## src/rtl/tdm_slot_pkg.sv

```systemverilog
// Package: frame geometry shared by the timeslot window generator.
// Assumes a fixed frame of whole slots, each of whole bits.
package tdm_slot_pkg;
    localparam int SLOTS_PER_FRAME = 32;
    localparam int BITS_PER_SLOT   = 8;
    localparam int SLOT_W          = $clog2(SLOTS_PER_FRAME);
    localparam int BIT_W           = $clog2(BITS_PER_SLOT);

    // Current place inside the frame.
    typedef struct packed {
        logic [SLOT_W-1:0] slot;
        logic [BIT_W-1:0]  bitn;
        logic              phase;   // second clock of a bit in 2x mode
    } tdm_pos_t;
endpackage

```

## src/rtl/tdm_pos_counter.sv

```systemverilog
// Module: tdm_pos_counter
// Tracks slot, bit and clock phase within a frame.
// The frame pulse forces slot 0, bit 0 on the next cycle.
// Assumes bit_clk_sel_i may change only between frames.
module tdm_pos_counter
    import tdm_slot_pkg::*;
(
    input  logic     clk,
    input  logic     rst_n,
    input  logic     frame_pulse_i,
    input  logic     bit_clk_sel_i,
    output tdm_pos_t pos_o,
    output logic     bit_done_o
);
    localparam logic [SLOT_W-1:0] LAST_SLOT = SLOT_W'(SLOTS_PER_FRAME - 1);
    localparam logic [BIT_W-1:0]  LAST_BIT  = BIT_W'(BITS_PER_SLOT - 1);

    tdm_pos_t pos_q;

    // Last clock of the current bit: every clock at 1x, odd phase at 2x.
    always_comb bit_done_o = bit_clk_sel_i || pos_q.phase;

    // Advance the phase, bit and slot; restart on the frame pulse.
    always_ff @(posedge clk) begin
        if (!rst_n) begin
            pos_q <= '0;
        end else if (frame_pulse_i) begin
            pos_q <= '0;
        end else if (bit_done_o) begin
            pos_q.phase <= 1'b0;
            if (pos_q.bitn == LAST_BIT) begin
                pos_q.bitn <= '0;
                pos_q.slot <= (pos_q.slot == LAST_SLOT) ? '0 : pos_q.slot + 1'b1;
            end else begin
                pos_q.bitn <= pos_q.bitn + 1'b1;
            end
        end else begin
            pos_q.phase <= 1'b1;
        end
    end

    assign pos_o = pos_q;
endmodule

```

## src/rtl/tdm_window_dec.sv

```systemverilog
// Module: tdm_window_dec
// Picks the transmit/receive windows from the pins or from the slot
// count. Assumes the slot select is no wider than the slot count.
module tdm_window_dec
    import tdm_slot_pkg::*;
#(
    parameter int SEL_W = 4
) (
    input  logic              int_mode_i,
    input  logic              ext_tx_en_i,
    input  logic              ext_rx_en_i,
    input  logic [SEL_W-1:0]  slot_sel_i,
    input  logic [SLOT_W-1:0] cur_slot_i,
    output logic              tx_en_o,
    output logic              rx_en_o
);
    logic in_window;

    // Frame-derived window: the whole of the selected slot.
    always_comb in_window = (cur_slot_i == SLOT_W'(slot_sel_i));

    // Mode mux between pin enables and the slot window.
    always_comb begin
        if (int_mode_i) begin
            tx_en_o = in_window;
            rx_en_o = in_window;
        end else begin
            tx_en_o = ext_tx_en_i;
            rx_en_o = ext_rx_en_i;
        end
    end
endmodule

```

## src/rtl/tdm_cc_port.sv

```systemverilog
// Module: tdm_cc_port
// Drives the control byte MSB first in the control slot and captures
// the incoming byte there every frame. Active only in frame-derived
// mode. Assumes the byte width equals the slot length in bits.
module tdm_cc_port
    import tdm_slot_pkg::*;
#(
    parameter int CC_SLOT = 1
) (
    input  logic                     clk,
    input  logic                     rst_n,
    input  logic                     int_mode_i,
    input  logic                     cc_en_i,
    input  logic [SLOT_W-1:0]        cur_slot_i,
    input  logic [BIT_W-1:0]         cur_bit_i,
    input  logic                     bit_done_i,
    input  logic [BITS_PER_SLOT-1:0] cc_tx_byte_i,
    input  logic                     cc_rx_i,
    output logic                     cc_data_o,
    output logic                     cc_oe_o,
    output logic [BITS_PER_SLOT-1:0] cc_rx_byte_o
);
    localparam logic [SLOT_W-1:0] CC_SLOT_V = SLOT_W'(CC_SLOT);
    localparam logic [BIT_W-1:0]  LAST_BIT  = BIT_W'(BITS_PER_SLOT - 1);

    logic                     in_cc_slot;
    logic [BITS_PER_SLOT-1:0] shift_q;
    logic [BITS_PER_SLOT-1:0] shift_nx;
    logic                     sample_now;

    // The control slot is only recognised in frame-derived mode.
    always_comb in_cc_slot = int_mode_i && (cur_slot_i == CC_SLOT_V);

    // Output driver: MSB first, quiet and released outside the slot.
    always_comb begin
        cc_oe_o   = in_cc_slot && cc_en_i;
        cc_data_o = cc_oe_o ? cc_tx_byte_i[LAST_BIT - cur_bit_i] : 1'b0;
    end

    // Sample point and next shift value for the incoming byte.
    always_comb begin
        sample_now = in_cc_slot && bit_done_i;
        shift_nx   = {shift_q[BITS_PER_SLOT-2:0], cc_rx_i};
    end

    // Shift incoming bits; publish the byte after the slot's last bit.
    always_ff @(posedge clk) begin
        if (!rst_n) begin
            shift_q      <= '0;
            cc_rx_byte_o <= '0;
        end else if (sample_now) begin
            shift_q <= shift_nx;
            if (cur_bit_i == LAST_BIT) begin
                cc_rx_byte_o <= shift_nx;
            end
        end
    end
endmodule

```

## src/rtl/tdm_slot_timer.sv

```systemverilog
// Module: tdm_slot_timer (top)
// Timeslot window generator for an HDLC port on a framed TDM bus.
// It chooses between pin enables and frame-derived slot windows, and
// carries a control byte in a fixed slot. Assumes the configuration
// inputs change only between frames.
module tdm_slot_timer
    import tdm_slot_pkg::*;
#(
    parameter int SEL_W   = 4,
    parameter int CC_SLOT = 1
) (
    input  logic                     clk,
    input  logic                     rst_n,
    input  logic                     frame_pulse_i,
    input  logic                     ext_tx_en_i,
    input  logic                     ext_rx_en_i,
    input  logic                     int_mode_i,
    input  logic                     bit_clk_sel_i,
    input  logic                     cc_en_i,
    input  logic [SEL_W-1:0]         slot_sel_i,
    input  logic [BITS_PER_SLOT-1:0] cc_tx_byte_i,
    input  logic                     cc_rx_i,
    output logic                     tx_en_o,
    output logic                     rx_en_o,
    output logic                     cc_data_o,
    output logic                     cc_oe_o,
    output logic [BITS_PER_SLOT-1:0] cc_rx_byte_o
);
    tdm_pos_t          pos;
    logic              bit_done;
    logic [SLOT_W-1:0] cur_slot;
    logic [BIT_W-1:0]  cur_bit;

    // Split the position into the fields the consumers need.
    always_comb begin
        cur_slot = pos.slot;
        cur_bit  = pos.bitn;
    end

    tdm_pos_counter u_pos (
        .clk           (clk),
        .rst_n         (rst_n),
        .frame_pulse_i (frame_pulse_i),
        .bit_clk_sel_i (bit_clk_sel_i),
        .pos_o         (pos),
        .bit_done_o    (bit_done)
    );

    tdm_window_dec #(.SEL_W(SEL_W)) u_win (
        .int_mode_i  (int_mode_i),
        .ext_tx_en_i (ext_tx_en_i),
        .ext_rx_en_i (ext_rx_en_i),
        .slot_sel_i  (slot_sel_i),
        .cur_slot_i  (cur_slot),
        .tx_en_o     (tx_en_o),
        .rx_en_o     (rx_en_o)
    );

    tdm_cc_port #(.CC_SLOT(CC_SLOT)) u_cc (
        .clk          (clk),
        .rst_n        (rst_n),
        .int_mode_i   (int_mode_i),
        .cc_en_i      (cc_en_i),
        .cur_slot_i   (cur_slot),
        .cur_bit_i    (cur_bit),
        .bit_done_i   (bit_done),
        .cc_tx_byte_i (cc_tx_byte_i),
        .cc_rx_i      (cc_rx_i),
        .cc_data_o    (cc_data_o),
        .cc_oe_o      (cc_oe_o),
        .cc_rx_byte_o (cc_rx_byte_o)
    );
endmodule

```

## config.mk

```make
export PLATFORM = sky130hd
export DESIGN_NAME = tdm_slot_timer
export DESIGN_NICKNAME = d
export VERILOG_FILES = /design/src/rtl/tdm_slot_pkg.sv /design/src/rtl/tdm_pos_counter.sv /design/src/rtl/tdm_window_dec.sv /design/src/rtl/tdm_cc_port.sv /design/src/rtl/tdm_slot_timer.sv
export SDC_FILE = /design/constraint.sdc
export NUM_CORES = 1
export LEC_CHECK = 0
export BUFFER_PORTS_ARGS = -buffer_cell sky130_fd_sc_hd__buf_2
export CAP_MARGIN = 10
export CELL_PAD_IN_SITES_DETAIL_PLACEMENT = 1
export CELL_PAD_IN_SITES_GLOBAL_PLACEMENT = 1
export CORE_ASPECT_RATIO = 0.7
export CORE_MARGIN = 3
export CORE_UTILIZATION = 27
export DETAILED_ROUTE_END_ITERATION = 10
export PLACE_DENSITY_LB_ADDON = 0.1
export SLEW_MARGIN = 0
export SYNTH_ARGS = -nofsm -noshare
export SYNTH_HDL_FRONTEND = slang
export SYNTH_SLANG_ARGS = --single-unit
```

## constraint.sdc

```tcl
create_clock -name clk -period 1.96 [get_ports clk]
set_input_delay 0.392 -clock clk [delete_from_list [all_inputs] [get_ports clk]]
set_output_delay 0.392 -clock clk [all_outputs]
set_load 0.02 [all_outputs]
```

==> results of run 1 <==
==> worst max-delay path, cell delays in order, from the launching register on <==
cell and delay, ns:
dfxtp_4 0.37, mux4_2 0.49, mux2i_1 0.14, nor2b_1 0.06
buf_2 0.15
==> path summary, 6_finish.rpt <==
kind                                            from                   end
worst max-delay path                  u_pos.pos_o[1]             cc_data_o
worst min-delay path                   bit_clk_sel_i        u_pos.pos_o[0]
worst max register to register        u_pos.pos_o[4]        u_pos.pos_o[7]
worst min register to register  u_cc.cc_rx_byte_o[7]  u_cc.cc_rx_byte_o[7]
==> metal layers <==
| metal | vias up | track usage | part of all wire |
|---|---|---|---|
| met5 | - | 0 | 0 |
| met4 | 0 | 0.0275 | 0.0055 |
| met3 | 2 | 0.0413 | 0.054 |
| met2 | 18 | 0.196 | 0.47 |
| met1 | 452 | 0.131 | 0.47 |
| li1 | 481 | - | - |
==> state kept, by name, summed over array words and instances, names as in the netlist <==
register / cells
u_cc.shift_q: 7
u_pos.pos_o: 9
u_cc.cc_rx_byte_o: 8
==> power groups by stage <==
stage | Sequential [mW] | Clock, mW | Combinational (mW)
final | 0.492 | 0.339 | 0.0674
after global routing | 0.493 | 0.368 | 0.0746
after CTS | 0.493 | 0.351 | 0.0665
after detailed placement | 0.505 | 0 | 0.0664
after global placement | 0.504 | 0 | 0.0638
after floorplan | 0.504 | 0 | 0.0335
==> cells by family after synthesis <==
logic type | synth area share
flops | 0.423
mux | 0.190
compound gates | 0.0838
fa+ha+maj | 0.0551
simple gates | 0.193
xor+xnor | 0.0309
buf+inv | 0.0243
==> per-stage QoR <==
step                      instances  utilization  setup slack [ns]  total power [mW]
after CTS                       202        0.356            0.0313             0.911
after floorplan                 116            -             0.232             0.537
final                           203        0.360             0.102             0.898
after global routing            203        0.360            0.0247             0.935
after global placement          198        0.342             0.255             0.568
after detailed placement        198        0.342             0.205             0.571
==> Yosys cell counts (3+ instances only) <==
master | instances | area (µm²)
ha_1 | 5 | 62.6
inv_1 | 3 | 11.3
clkbuf_1 | 3 | 11.3
dfxtp_1 | 24 | 480
o21ai_0 | 3 | 15.0
mux2i_1 | 17 | 170
nor2_1 | 4 | 15.0
nand2_1 | 22 | 82.6
xnor2_1 | 4 | 35.0
a21oi_1 | 6 | 30.0
==> final cells by class <==
class                      instances  area share
sequential                        24       0.340
tap                               52      0.0455
timing repair buffer              35       0.128
clock buffer                       4      0.0385
inverter                           3     0.00787
multi-input combinational         85       0.440
==> what timing repair did <==
item	CTS	global route
endpoints found under the setup margin	1	1
hold buffers	0	0
buffers inserted	0	1
resized for setup	1	4
==> run metrics, run 1 <==
status=finished, final reports clean; WP data required=1.57 ns; area of the die=5030 µm²; Starting DRT DRC Count=16; GPL Wtd Cong=0.729; area of the multi-input gates=629 µm²; fin crit share=0.948; fmax=538 MHz; I/O pin total=33; first-pass GRT wire length=4410 µm; Sw Pwr=0.195 mW; WS Path Type=reg -> out; register area share after synthesis=0.423; Clock Sinks=24; CTS buffer count=3; leading cell types in the layout, fill and taps excluded=buf_2, nand2_1, dfxtp_1; clk slew on worst S/H paths=0.08 ns; Area after DPL=1360 µm²; DR vias=953; synth unique cells=30; most common cell after layout, fill and taps aside=buf_2; Slew headroom=0.623; Synth Cell Area=1130 µm²; worst hold path type=in -> reg; sequential cell fraction of total power=0.547; ys flop type=dfxtp_1; # diodes=0; Seq cells post-synth=24; drt first pass iters=2; pin count of the biggest net entering global routing=14; endpoints failing hold=0; Die Width=83.5 µm; clock skew=0.00708 ns; Worst EP arrival=1.47 ns; Layout Nets=178; Die H=60.2 µm; reg2reg path depth=5; Tmin final=1.86 ns; Register Area=487 µm²; final setup vio count=0; ANT nets after route=0; asr flop ratio synth=0; Leakage=0.693 nW; Detail Placement HPWL=2150 µm; fin. max-slew vios=0; FF-to-FF setup slack=0.22 ns; crit start category=register; Max Cap Viol=0; Yosys warning count=0; WL/cell=13.4 µm; clock root buffer=clkbuf_8; number of enable flip-flop cells after synthesis=0; worst skew pair latency=0.27 ns; post-synthesis cell count=116; RSZ-0062 raised after global routing=false; number of port buffers=32; hold_ws=0.356 ns; P&R area growth vs syn=26.0%; H-tree levels=1; filler instances=465; core area=3970 µm²; Clock Tree Buf Depth=2; initial core utilization=0.286; Pwr Density=628 nW/µm²; CTS tree=done; layout cells sized above 1=0.344; slew at the pin closest to its max-slew limit=0.563 ns; Logic pwr share=0.075; Detailed Route WL=2720 µm; hold path cells=2; Sw Ratio=0.217; vias per cell=4.69; clock share of power=0.378; Avg Cell Area, Syn=9.78 µm²; Residual DRC=0; antenna violations before repair=0; Pint=0.703 mW; vias in the first global route=951; critical path capture point type=output port; TNS Setup=0 ns; net count after synthesis=142; CP max FO=3; GRT overflow=0; Final Cell Area=1430 µm²; Peak VDD IR=0.282 mV; Row Count=19; Tot GR Track Use=0.111
(Power assumes the default switching activity.)
==> inputs of run 2 (changes only) <==
- ABC_AREA: not set -> 1
==> run 2 against run 1 <==
Wire length up 16%. Synthesized cell count is 75% higher. Sequential cell count stayed put. Sequential share of layout area decreased by 5.0 points. Global-route usage up 1.0 points. Register-to-register slack improved by 0.33 ns. Synthesized area up 20%. Sequential power barely moved. Hold slack improved by 0.068 ns. Power up 13%. Non-clock buffer count unchanged. Via count is 31% higher.
==> run metrics, run 2 <==
antenna violations before repair=0 (unchanged); Slew headroom=0.730 (+0.107); endpoints failing hold=0 (unchanged); WP data required=1.57 ns (about the same); most frequent cells after synthesis=nand2_1, nor2_1, inv_1; max reg flops=9 (unchanged); Synth Cell Area=1360 µm² (+20%); ys flop type=dfxtp_1; Sw Pwr=0.215 mW (+10%); met3 routed WL=125 µm (-14%); Post-Layout Cell Count=303 (+49%); Clock Tree Buf Depth=2 (unchanged); worst skew pair latency=0.27 ns (about the same); drt first pass iters=6 (+4); Clock Sinks=24 (unchanged); Max Cap Viol=0 (unchanged); worst hold path type=in -> reg; FF-to-FF setup slack=0.55 ns (+0.33 ns); Simple-Gate Fraction of Synth Area=0.432 (+0.239); layout cells sized above 1=0.232 (-0.112); WS Path Type=reg -> out; Worst EP arrival=1.38 ns (-0.09 ns); post-synth top area cell=dfxtp_1; final setup vio count=0 (unchanged); crit start category=register; CP max FO=6 (+3); Layout Nets=264 (+48%); sequential cell fraction of total power=0.488 (-0.059); Tmin final=1.77 ns (-0.0891 ns); Sw Ratio=0.213 (-0.00455); CTS buffer count=3 (unchanged); Pwr Density=608 nW/µm² (-3.2%); net count after synthesis=229 (+61%); P&R area growth vs syn=22.3%; Residual DRC=0 (unchanged); WL/cell=10.4 µm (-22%); I/O pin total=33 (unchanged); count leader, synth=nand2_1; status=finished, final reports clean; asr flop ratio synth=0 (unchanged); Pint=0.797 mW (+13%); largest family of logic cells by synthesized area=simple AND/OR/NAND/NOR gates; clk slew on worst S/H paths=0.09 ns (about the same); GPL Wtd Cong=0.741 (+1.6%); clock skew=0.00448 ns (-0.00260 ns); post-synthesis xor/xnor area fraction=0.00643 (-0.0244); # diodes=0 (unchanged); GRT overflow=0 (unchanged); area of the die=5940 µm² (+18%); clock share of power=0.430 (+0.052); mux cell area share after synthesis=0 (-0.190); clock root buffer=clkbuf_8; fin crit share=0.902 (-0.0455); Detail Placement HPWL=2520 µm (+17%); Synth area leaders=dfxtp_1, nand2_1, nor2_1, nand3_1, inv_1; critical path capture point type=output port; post-synthesis cell count=203 (+75%); RSZ-0062 raised after global routing=false; CTS tree=done; most common cell after layout, fill and taps aside=nand2_1; fmax=565 MHz (+5.0%); metal2 WL=1250 µm (-1.5%); Yosys warning count=0 (unchanged); Avg Cell Area, Syn=6.71 µm² (-31%); highest routing layer actually used=met4; leading cell types in the layout, fill and taps excluded=nand2_1, nor2_1, buf_2; H-tree levels=1 (unchanged); DR vias=1249 (+31%); placed insts=297 (+50%); Seq cells post-synth=24 (unchanged); fin. max-slew vios=0 (unchanged); Die Width=90.9 µm (+8.8%); core area=4600 µm² (+16%); synth unique cells=20 (-33%); Leakage=0.781 nW (+13%); Adder-Cell Fraction of Synth Area=0.0460 (-0.00917); Die H=65.4 µm (+8.6%); initial core utilization=0.296 (+0.00980); wl on met1=1780 µm (+38%); vias in the first global route=1309 (+38%); Tot GR Track Use=0.121 (+0.0101); Starting DRT DRC Count=51 (+35); first-pass GRT wire length=5890 µm (+33%); slew at the pin closest to its max-slew limit=0.405 ns (-0.158 ns); Peak VDD IR=0.235 mV (-16%); Row Count=20 (+1); post-synthesis compound-gate area fraction=0.0478 (-0.0360); ANT nets after route=0 (unchanged); TNS Setup=0 ns (unchanged); Logic pwr share=0.082 (+0.007); number of enable flip-flop cells after synthesis=0 (unchanged); post-synth top area share=0.353 (-0.0704); pin count of the biggest net entering global routing=17 (+3); number of port buffers=32 (unchanged); Detailed Route WL=3170 µm (+16%); register area share after synthesis=0.353 (-0.0704); vias per cell=4.12 (-12%)
## run 2: final cells by class
type / instances / area, µm²
Timing Repair Buffer: 35 / 185
Tap cell: 66 / 82.6
Fill cell: 639 / 2940
Clock inverter: 1 / 30.0
Inverter: 31 / 116
Multi-Input combinational cell: 143 / 727
Sequential cell: 24 / 483
Clock buffer: 3 / 41.3
## run 2: stage by stage
stage	instance area (µm²)	worst slack, ns	hold WS (ns)	power, mW	utilization
final	1670	0.191	0.425	1.01	0.362
after global routing	1670	0.0269	0.449	1.07	0.362
after CTS	1640	0.00138	0.420	1.03	0.357
after detailed placement	1570	0.298	0.471	0.591	0.341
after global placement	1570	0.331	0.463	0.591	0.341
after floorplan	1360	0.219	0.455	0.557	-
## run 2: cell families (layout without fill, tap and decap cells)
logic type | count (synthesis) | in the layout
simple gates | 124 | 124
buf+inv | 36 | 70
flops | 24 | 24
compound gates | 13 | 13
fa+ha+maj | 5 | 5
xor+xnor | 1 | 1
## run 2: worst paths after layout
kind / from / endpoint / cells after the start
setup / recovery: u_pos.pos_o[5] / cc_data_o / 7
hold / removal: frame_pulse_i / u_pos.pos_o[8] / 4
setup reg to reg: u_pos.pos_o[1] / u_pos.pos_o[5] / 7
hold reg to reg: u_cc.cc_rx_byte_o[7] / u_cc.cc_rx_byte_o[7] / 2
## run 2: power by group through the flow
stage	Sequential, mW	Combinational [mW]	Clock, mW
after floorplan	0.505	0.0517	0
after global placement	0.506	0.0851	0
after detailed placement	0.506	0.0848	0
after CTS	0.494	0.0853	0.454
after global routing	0.495	0.0986	0.475
final	0.494	0.0829	0.435
## run 2: layer usage
| layer | vias up | GRT usage |
|---|---|---|
| met3 | 2 | 0.0320 |
| met2 | 19 | 0.189 |
| met1 | 539 | 0.172 |
| li1 | 689 | - |
| met5 | - | 0 |
| met4 | 0 | 0.0169 |
## run 2: repair_timing
item / in CTS / in global routing
resized for setup: 0 / 4
buffers inserted: 0 / 2
hold buffers: 0 / 0
setup endpoints to repair: 0 / 1
## run 2: critical path: stages (launching register included)
cell	delay, ns
dfxtp_2	0.36
inv_1	0.06
ha_2	0.21
nand3_4	0.09
nor2_2	0.10
nand2_1	0.06
nor2_1	0.08
buf_4	0.15
